<file path="src/rtl/wdog_pkg.sv">
package wdog_pkg;

    localparam int DATA_W = 32;
    localparam int ADDR_W = 4;
    localparam int SRC_W  = 4;

    localparam logic [ADDR_W-1:0] OFF_CFG  = 4'h0;
    localparam logic [ADDR_W-1:0] OFF_STAT = 4'h4;
    localparam logic [ADDR_W-1:0] OFF_CMD  = 4'h8;
    localparam logic [ADDR_W-1:0] OFF_KEY  = 4'hC;

    localparam logic [DATA_W-1:0] UNLOCK_KEY = 32'h0000_C45A;

    localparam int CFG_PER_BIT   = 4;
    localparam int CFG_IRQ_BIT   = 12;
    localparam int CFG_SYS_BIT   = 14;
    localparam int CFG_CTL_BIT   = 15;
    localparam int STAT_PEND_BIT = 1;
    localparam int CMD_GO_BIT    = 0;
    localparam int CMD_HALT_BIT  = 1;

    typedef struct packed {
        logic             ctl_rst_en;
        logic             sys_rst_en;
        logic             irq_en;
        logic             per_en;
        logic [SRC_W-1:0] src;
    } cfg_t;

endpackage

</file>
<file path="src/rtl/wdog_regfile.sv">
module wdog_regfile
    import wdog_pkg::*;
(
    input  logic              clk,
    input  logic              rst_n,
    input  logic [ADDR_W-1:0] addr,
    input  logic [DATA_W-1:0] wdata,
    input  logic              wr_en,
    input  logic              stat_pend,
    output cfg_t              cfg_o,
    output logic              go_o,
    output logic              halt_o,
    output logic [DATA_W-1:0] rdata
);

    typedef struct packed {
        cfg_t cfg;
        logic armed;
    } rf_state_t;

    rf_state_t s_d, s_q;
    logic cfg_wr, cmd_wr, key_wr;

    always_comb begin
        cfg_wr = wr_en && (addr == OFF_CFG);
        cmd_wr = wr_en && (addr == OFF_CMD);
        key_wr = wr_en && (addr == OFF_KEY);
        s_d    = s_q;
        go_o   = 1'b0;
        halt_o = 1'b0;

        if (cfg_wr) begin
            s_d.cfg.src        = wdata[SRC_W-1:0];
            s_d.cfg.per_en     = wdata[CFG_PER_BIT];
            s_d.cfg.irq_en     = wdata[CFG_IRQ_BIT];
            s_d.cfg.sys_rst_en = wdata[CFG_SYS_BIT];
            s_d.cfg.ctl_rst_en = wdata[CFG_CTL_BIT];
        end

        // A halt attempt always consumes the unlock; it only acts if armed.
        if (cmd_wr && wdata[CMD_HALT_BIT]) begin
            halt_o    = s_q.armed;
            s_d.armed = 1'b0;
        end else if (cmd_wr && wdata[CMD_GO_BIT]) begin
            go_o = 1'b1;
        end

        if (key_wr) begin
            s_d.armed = (wdata == UNLOCK_KEY);
        end

        rdata = '0;
        case (addr)
            OFF_CFG: begin
                rdata[SRC_W-1:0]  = s_q.cfg.src;
                rdata[CFG_PER_BIT] = s_q.cfg.per_en;
                rdata[CFG_IRQ_BIT] = s_q.cfg.irq_en;
                rdata[CFG_SYS_BIT] = s_q.cfg.sys_rst_en;
                rdata[CFG_CTL_BIT] = s_q.cfg.ctl_rst_en;
            end
            OFF_STAT: rdata[STAT_PEND_BIT] = stat_pend;
            default:  rdata = '0;
        endcase
    end

    always_ff @(posedge clk or negedge rst_n) begin
        if (!rst_n) s_q <= '0;
        else        s_q <= s_d;
    end

    assign cfg_o = s_q.cfg;

endmodule

</file>
<file path="src/rtl/wdog_tick_mux.sv">
module wdog_tick_mux #(
    parameter int NUM_TIMERS = 10,
    parameter int SEL_W      = 4
) (
    input  logic [NUM_TIMERS-1:0] expiry,
    input  logic [SEL_W-1:0]      sel,
    output logic                  tick
);

    logic [NUM_TIMERS-1:0] hit;

    // Selects beyond the last timer match no lane and so give no tick.
    generate
        for (genvar g = 0; g < NUM_TIMERS; g++) begin : g_lane
            assign hit[g] = expiry[g] && (sel == SEL_W'(g));
        end
    endgenerate

    assign tick = |hit;

endmodule

</file>
<file path="src/rtl/wdog_stage_ctr.sv">
module wdog_stage_ctr #(
    parameter int NUM_STAGES = 4,
    parameter int SRC_W      = 4
) (
    input  logic             clk,
    input  logic             rst_n,
    input  logic             go_i,
    input  logic             halt_i,
    input  logic             per_en_i,
    input  logic             sys_en_i,
    input  logic             ctl_en_i,
    input  logic [SRC_W-1:0] src_cfg_i,
    input  logic             tick_i,
    output logic [SRC_W-1:0] src_o,
    output logic             pend_o,
    output logic             sys_rst_o,
    output logic             ctl_rst_o
);

    localparam int STG_W = (NUM_STAGES > 1) ? $clog2(NUM_STAGES) : 1;
    localparam int LAST  = NUM_STAGES - 1;

    typedef struct packed {
        logic             run;
        logic [STG_W-1:0] stage;
        logic             pend;
        logic [SRC_W-1:0] src;
        logic             sys;
        logic             ctl;
    } ctr_state_t;

    ctr_state_t c_d, c_q;

    always_comb begin
        c_d     = c_q;
        c_d.sys = 1'b0;
        c_d.ctl = 1'b0;
        if (halt_i) begin
            c_d.run   = 1'b0;
            c_d.stage = '0;
            c_d.pend  = 1'b0;
        end else if (go_i) begin
            c_d.run   = 1'b1;
            c_d.stage = '0;
            c_d.pend  = 1'b0;
            c_d.src   = src_cfg_i;
        end else if (c_q.run && per_en_i && tick_i) begin
            if (c_q.stage == '0) begin
                c_d.pend = 1'b1;
            end
            if (c_q.stage == STG_W'(LAST)) begin
                c_d.sys   = sys_en_i;
                c_d.ctl   = ctl_en_i;
                c_d.stage = '0;
            end else begin
                c_d.stage = c_q.stage + 1'b1;
            end
        end
    end

    always_ff @(posedge clk or negedge rst_n) begin
        if (!rst_n) c_q <= '0;
        else        c_q <= c_d;
    end

    assign src_o     = c_q.src;
    assign pend_o    = c_q.pend;
    assign sys_rst_o = c_q.sys;
    assign ctl_rst_o = c_q.ctl;

endmodule

</file>
<file path="src/rtl/wdog_channel.sv">
module wdog_channel
    import wdog_pkg::*;
#(
    parameter int NUM_TIMERS = 10,
    parameter int NUM_STAGES = 4
) (
    input  logic                  clk,
    input  logic                  rst_n,
    input  logic [ADDR_W-1:0]     bus_addr,
    input  logic [DATA_W-1:0]     bus_wdata,
    input  logic                  bus_wr,
    output logic [DATA_W-1:0]     bus_rdata,
    input  logic [NUM_TIMERS-1:0] tmr_expiry,
    output logic                  irq_o,
    output logic                  sys_rst_req_o,
    output logic                  ctl_rst_req_o
);

    cfg_t             cfg_q;
    logic             go_s, halt_s, tick, pend;
    logic [SRC_W-1:0] src_act;

    wdog_regfile u_regs (
        .clk       (clk),
        .rst_n     (rst_n),
        .addr      (bus_addr),
        .wdata     (bus_wdata),
        .wr_en     (bus_wr),
        .stat_pend (pend),
        .cfg_o     (cfg_q),
        .go_o      (go_s),
        .halt_o    (halt_s),
        .rdata     (bus_rdata)
    );

    wdog_tick_mux #(
        .NUM_TIMERS (NUM_TIMERS),
        .SEL_W      (SRC_W)
    ) u_mux (
        .expiry (tmr_expiry),
        .sel    (src_act),
        .tick   (tick)
    );

    wdog_stage_ctr #(
        .NUM_STAGES (NUM_STAGES),
        .SRC_W      (SRC_W)
    ) u_ctr (
        .clk       (clk),
        .rst_n     (rst_n),
        .go_i      (go_s),
        .halt_i    (halt_s),
        .per_en_i  (cfg_q.per_en),
        .sys_en_i  (cfg_q.sys_rst_en),
        .ctl_en_i  (cfg_q.ctl_rst_en),
        .src_cfg_i (cfg_q.src),
        .tick_i    (tick),
        .src_o     (src_act),
        .pend_o    (pend),
        .sys_rst_o (sys_rst_req_o),
        .ctl_rst_o (ctl_rst_req_o)
    );

    assign irq_o = pend && cfg_q.irq_en;

endmodule

</file>
<file path="config.mk">
export PLATFORM = sky130hd
export DESIGN_NAME = wdog_channel
export DESIGN_NICKNAME = d
export VERILOG_FILES = /design/src/rtl/wdog_pkg.sv /design/src/rtl/wdog_regfile.sv /design/src/rtl/wdog_tick_mux.sv /design/src/rtl/wdog_stage_ctr.sv /design/src/rtl/wdog_channel.sv
export SDC_FILE = /design/constraint.sdc
export NUM_CORES = 1
export LEC_CHECK = 0
export ABC_AREA = 1
export BUFFER_PORTS_ARGS = -buffer_cell sky130_fd_sc_hd__buf_2
export CAP_MARGIN = 25
export CORE_MARGIN = 2
export CORE_UTILIZATION = 48
export CTS_CLUSTER_SIZE = 28
export DETAILED_ROUTE_END_ITERATION = 8
export PLACE_DENSITY_LB_ADDON = 0.15
export SLEW_MARGIN = 0
export SYNTH_ARGS = -nofsm -noshare
export SYNTH_HDL_FRONTEND = slang
export SYNTH_HIERARCHICAL = 1
export SYNTH_SLANG_ARGS = --single-unit
</file>
<file path="constraint.sdc">
create_clock -name clk -period 2.05 [get_ports clk]
set_input_delay 0 -clock clk [delete_from_list [all_inputs] [get_ports clk]]
set_output_delay 0 -clock clk [all_outputs]
set_load 0.005 [all_outputs]
</file>
# Yosys cells after proc, flatten, opt, wreduce, memory -nomap -nowiden
# Cells that the tools add are included.
# word_totals
output_inout_bits,35
elab_cells,76
in_bits,49
reg_bits,19
# op_classes
eq_ne,14
mux,20
n_reduce_logical,28
n_addsub,1
bitwise_logic,1
# ops
cell,n
$eq 32x16->1 const B,1
$eq 4x3->1 const B,5
$logic_and 1x1->1,18
$eq 4x4->1 const B,4
$mux 2,6
$reduce_or 10->1,1
$mux 1,9
$mux 3,3
$eq 4x2->1 const B,2
$logic_not 4->1,2
$reduce_bool 3->1,2
$eq 4x1->1 const B,1
$mux 4,1
$reduce_and 2->1,2
$reduce_bool 2->1,2
$add 2x1->2 const B,1
$eq 2x2->1 const B,1
$logic_not 2->1,1
$pmux 1 s2,1
$not 1->1,1

# Depth between registers and ports, before layout
# depth
depth_word,7
ltp_mapped,13
ltp_nobuf,11

# Modules after synthesis
# The synthesis kept the hierarchy.
# by_module_without_submodules
mod,seq_area_each_um2,area_per_inst_um2,n_inst,cells_each
wdog_regfile,225.2,872.1,1,130
wdog_stage_ctr,250.2,494.2,1,55
wdog_tick_mux,0.0,158.9,1,31
wdog_channel,0.0,7.5,1,2

# Worst setup path before layout
# OpenSTA, ideal clock, no wires.
# synth_path
path_kind,flip-flop to flip-flop
start,reg u_ctr.c_q (netlist bit u_ctr/src_o[0])
end,reg u_ctr/c_q[8] (netlist bit)
required_ns,1.974
slack_ns,0.635
arrival_time_ns,1.338
setup_ns,0.076
period_less_slack_ns,1.415
path_stages_with_launch,14
n_path_buf,2
cell_sequence,dfrtp_1 > buf_4 > buf_6 > nor2_4 > nand2_1 > nand3_1 > nand2_1 > inv_1 > nand2_1 > nand2_1 > nand3_1 > nand2_1 > nand2_1 > o21ai_1
# synth_via
elab_chain_len,5
word_cells_on_any_way,23
cone_classes,eq/ne (9); reduce/logical (14)
# synth_rtl
item,line,text
from (decl),wdog_stage_ctr.sv:32,"ctr_state_t c_d, c_q;"
from (signal assigned),wdog_stage_ctr.sv:62,if (!rst_n) c_q <= '0;
from (signal assigned),wdog_stage_ctr.sv:63,else c_q <= c_d;
$eq 4x1->1 (tied with other cells),wdog_tick_mux.sv:15,assign hit[g] = expiry[g] && (sel == SEL_W'(g));
$logic_and 1x1->1,wdog_tick_mux.sv:15,
$reduce_or 10->1 *,wdog_tick_mux.sv:19,assign tick = |hit;
named net tick,wdog_channel.sv:20,"logic go_s, halt_s, tick, pend;"
$logic_and 1x1->1 *,wdog_stage_ctr.sv:47,end else if (c_q.run && per_en_i && tick_i) begin
$reduce_bool 3->1 (no line) *,-,
# Mark *: on every way through the listed nets, which the timed path passes. The rest lies on a longest branch.
# A chain may end at the register's enable or synchronous reset.

# Final worst setup path
# layout_path
start,reg u_regs/s_q[0] (netlist bit)
end,reg u_ctr.c_q (netlist bit u_ctr/src_o[2])
# layout_via
elab_chain_len,3
# layout_rtl
item,line,text
from (decl),wdog_regfile.sv:21,"rf_state_t s_d, s_q;"
from (signal assigned),wdog_regfile.sv:67,if (!rst_n) s_q <= '0;
from (signal assigned),wdog_regfile.sv:68,else s_q <= s_d;
$mux 1,wdog_regfile.sv:41,if (cmd_wr && wdata[CMD_HALT_BIT]) begin
named net halt_s,wdog_channel.sv:20,
$not 1->1 (no line),-,
$reduce_and 2->1 (no line),-,
# The timed path passes the listed nets, and every way through them passes these cells.

==> metrics <==
setup violators final=0; Yosys warning count=6; postcts setup bufs=0; CTS clk-pin slew, worst paths=around 0.11 ns; Post-CTS Hold Fix Bufs=9; setup slack at placement=around 0.47 ns; Sw Pwr=~0.37 mW; area of the core=roughly 0.0031 sq mm; die area=between 0.003 and 0.004 sq mm; CP Cell Sequence=nor3b_1 > or2_0 > nand2_1 > o21ai_2; Via Count=1393; post-route minimum period=1.56 ns; Hold Slack=0.00721 ns; DRT antenna net count=0; Core Rows=20; router iterations before antenna repair=4; DP Area=0.00167 sq mm; Synth area leader=dfrtp_1; share of power burned in registers=0.498; register area share after synthesis=0.310; Routability Congestion=0.775; Largest stage delay, worst path=approximately 0.53 ns; layout cells sized above 1=0.303; Num CTS Buffers=3; Initial Util=0.502; first-pass GRT wire length=4570 um; Finished Layout Cells=318; GRT busiest layer=met2; Worst Skew=0.0155 ns; Die Y=between 60 and 70 um; Antenna Cells=0; total gr overflow=0; Sw Ratio=0.355; Crit Path Max Fanout=9; FF/Latch Area=475 sq um; Worst Tran Pin Value=0.573 ns; met3 usage=0.0192; clk_lat worst skew=approximately 0.3 ns; Filler cells=between 300 and 400; fin nets=326; IO Count=84; Max Freq=around 640 MHz; setup ws final=0.492 ns; synthesized area per cell=7.03 sq um; RSZ-0062 raised after global routing=no; final wirelength=between 2000 and 3000 um; Internal=0.671 mW; startpoint types=flip-flop; arrival time at the worst endpoint=approximately 1.8 ns; P&R area growth vs syn=16.2%; maximum vdd drop=0.212 mV; Final Hold Fails=0; H-tree Lvls=1; Slew Limit Fails=0; outcome=completed; I/O Buffers=between 50 and 60; DRC=0; CP required=roughly 2.3 ns; slew margin rel.=0.618; total negative slack=0 ns; max cap viols=0; Hold Crit Class=input pin to flip-flop; Syn Inst Count=between 200 and 250; clk buf depth=2; largest net degree at the start of global routing=20; Pwr per Cell Area=around 580 mW/mm^2; Setup CP Type=flip-flop to flip-flop; drt wl/cell=9.25 um; Cell variety after synth=25; crit path capture type=flip-flop; final worst path period share=0.760; multi-input combinational cell area=723 sq um; M2 GR Usage=0.298; top post-synthesis cells by area=dfrtp_1 31%, buf_4 18%, nand2_1 11%; Tot GR Track Use=0.165; Pleak=~1 nW; top cell type's share of synthesized area=0.310; Die X=60.5 um; CTS tree=built; FF-to-FF setup slack=between 0.4 and 0.5 ns; Layout Cell Area excl Fill=roughly 0.0018 sq mm; initial DRC count=59; vias in the first global route=approximately 1200; Comb power frac=0.323; Vias per Instance=about 4.4; Clock Power Share=0.179; initial antenna violation count=0; Root Driver=clkbuf_4; placed wire-length estimate=2370 um; post-cts sizing count=0; met1 Track Usage GR=0.198; Slowest-stage cell, CP=or2_0; cell area after synthesis=around 0.0015 sq mm; synthesis-stage register bit count=19; DP Cell Count=~310; CTS Sinks=19
## flip-flops by register name, summed over array words and instances (netlist names)
name,cells
u_ctr/ctl_rst_o,1
u_ctr/sys_rst_o,1
u_regs/s_q,1
u_regs/cfg_o,8
u_ctr/c_q,3
u_ctr/pend_o,1
u_ctr/src_o,4
## cell usage after synthesis, drive strengths merged
| cell | count |
|---|---|
| nand2 | 49 |
| buf | 39 |
| nor2 | 37 |
| inv | 31 |
| dfrtp | 19 |
| nand3 | 19 |
| o21ai | 11 |
| nor3 | 3 |
| ha | 2 |
| nand4 | 2 |
| a21boi | 1 |
| conb | 1 |
| nand3b | 1 |
| nor3b | 1 |
| o211ai | 1 |
| or2 | 1 |
## placed cells by master, fill, tap and decap left out
| cell | count |
|---|---|
| conb_1 | 24 |
| nand3_2 | 1 |
| o21ai_0 | 2 |
| o211ai_1 | 1 |
| o21ai_1 | 1 |
| a21boi_0 | 1 |
| nor3b_1 | 1 |
| nor2_4 | 1 |
| buf_2 | 59 |
| nor3_1 | 2 |
| nand4_1 | 2 |
| o21ai_2 | 8 |
| dfrtp_1 | 19 |
| nor3_4 | 1 |
| nor2_2 | 2 |
| dlygate4sd3_1 | 9 |
| nand2_1 | 44 |
| clkbuf_4 | 3 |
| inv_1 | 28 |
| clkbuf_1 | 1 |
| inv_2 | 3 |
| nand2_2 | 5 |
| ha_1 | 2 |
| nand3_1 | 18 |
| nor2_1 | 34 |
| nand3b_1 | 1 |
| or2_0 | 1 |
## critical path: cells and delay by family (launching register included)
kind               cells  cell delay, ns
and+or+nand+nor        3            1.04
DFF                    1            0.36
AOI/OAI and AO/OA      1            0.08
## area by class of cell
type / count / share of cell area
clock buffer: 4 / 0.0147
sequential: 19 / 0.267
multi-input combinational: 152 / 0.406
tap: 44 / 0.0309
inverter: 31 / 0.0653
timing repair buffer: 68 / 0.216
## routing by layer
layer  wire length, um  vias to the layer above
li1                  -                      721
met1              1250                      591
met2              1380                       77
met3               255                        4
met4                48                        0
met5                 0                        -
## logic make-up (layout without fill, tap and decap cells)
kind of cell	Yosys count	in the layout	synth area share
other	1	24	0.00245
buffers and inverters	70	103	0.274
AOI/OAI and AO/OA	13	13	0.0653
DFF	19	19	0.310
and+or+nand+nor	113	113	0.331
adders and majority gates	2	2	0.0163
## final timing paths
path,start,end,depth (start not counted)
max,u_regs/s_q[0]$_DFFE_PN0P_,u_ctr/src_o[2]$_DFFE_PN0P_,4
min,bus_wdata[1],u_regs/cfg_o[1]$_DFFE_PN0P_,3
max reg2reg,u_regs/s_q[0]$_DFFE_PN0P_,u_ctr/src_o[2]$_DFFE_PN0P_,4
min reg2reg,u_ctr/src_o[2]$_DFFE_PN0P_,u_ctr/src_o[2]$_DFFE_PN0P_,2
max in group asynchronous,rst_n,u_regs/cfg_o[3]$_DFFE_PN0P_,2
min in group asynchronous,rst_n,u_ctr/ctl_rst_o$_DFF_PN0_,2
## stage by stage
step | power, mW | utilization
after floorplan | 0.819 | -
after global placement | 0.845 | 0.545
after detailed placement | 0.853 | 0.545
after CTS | 1.05 | 0.584
after global routing | 1.12 | 0.584
final | 1.04 | 0.584
## power by group through the flow
stage	Sequential, mW	Clock, mW	Combinational [mW]
2_1_floorplan	0.495	0	0.324
3_3_place_gp	0.527	0	0.319
3_5_place_dp	0.528	0	0.326
4_1_cts	0.520	0.194	0.339
5_1_grt	0.529	0.207	0.388
6_report	0.518	0.186	0.336
No activity file was read; power rests on OpenSTA's default activity.
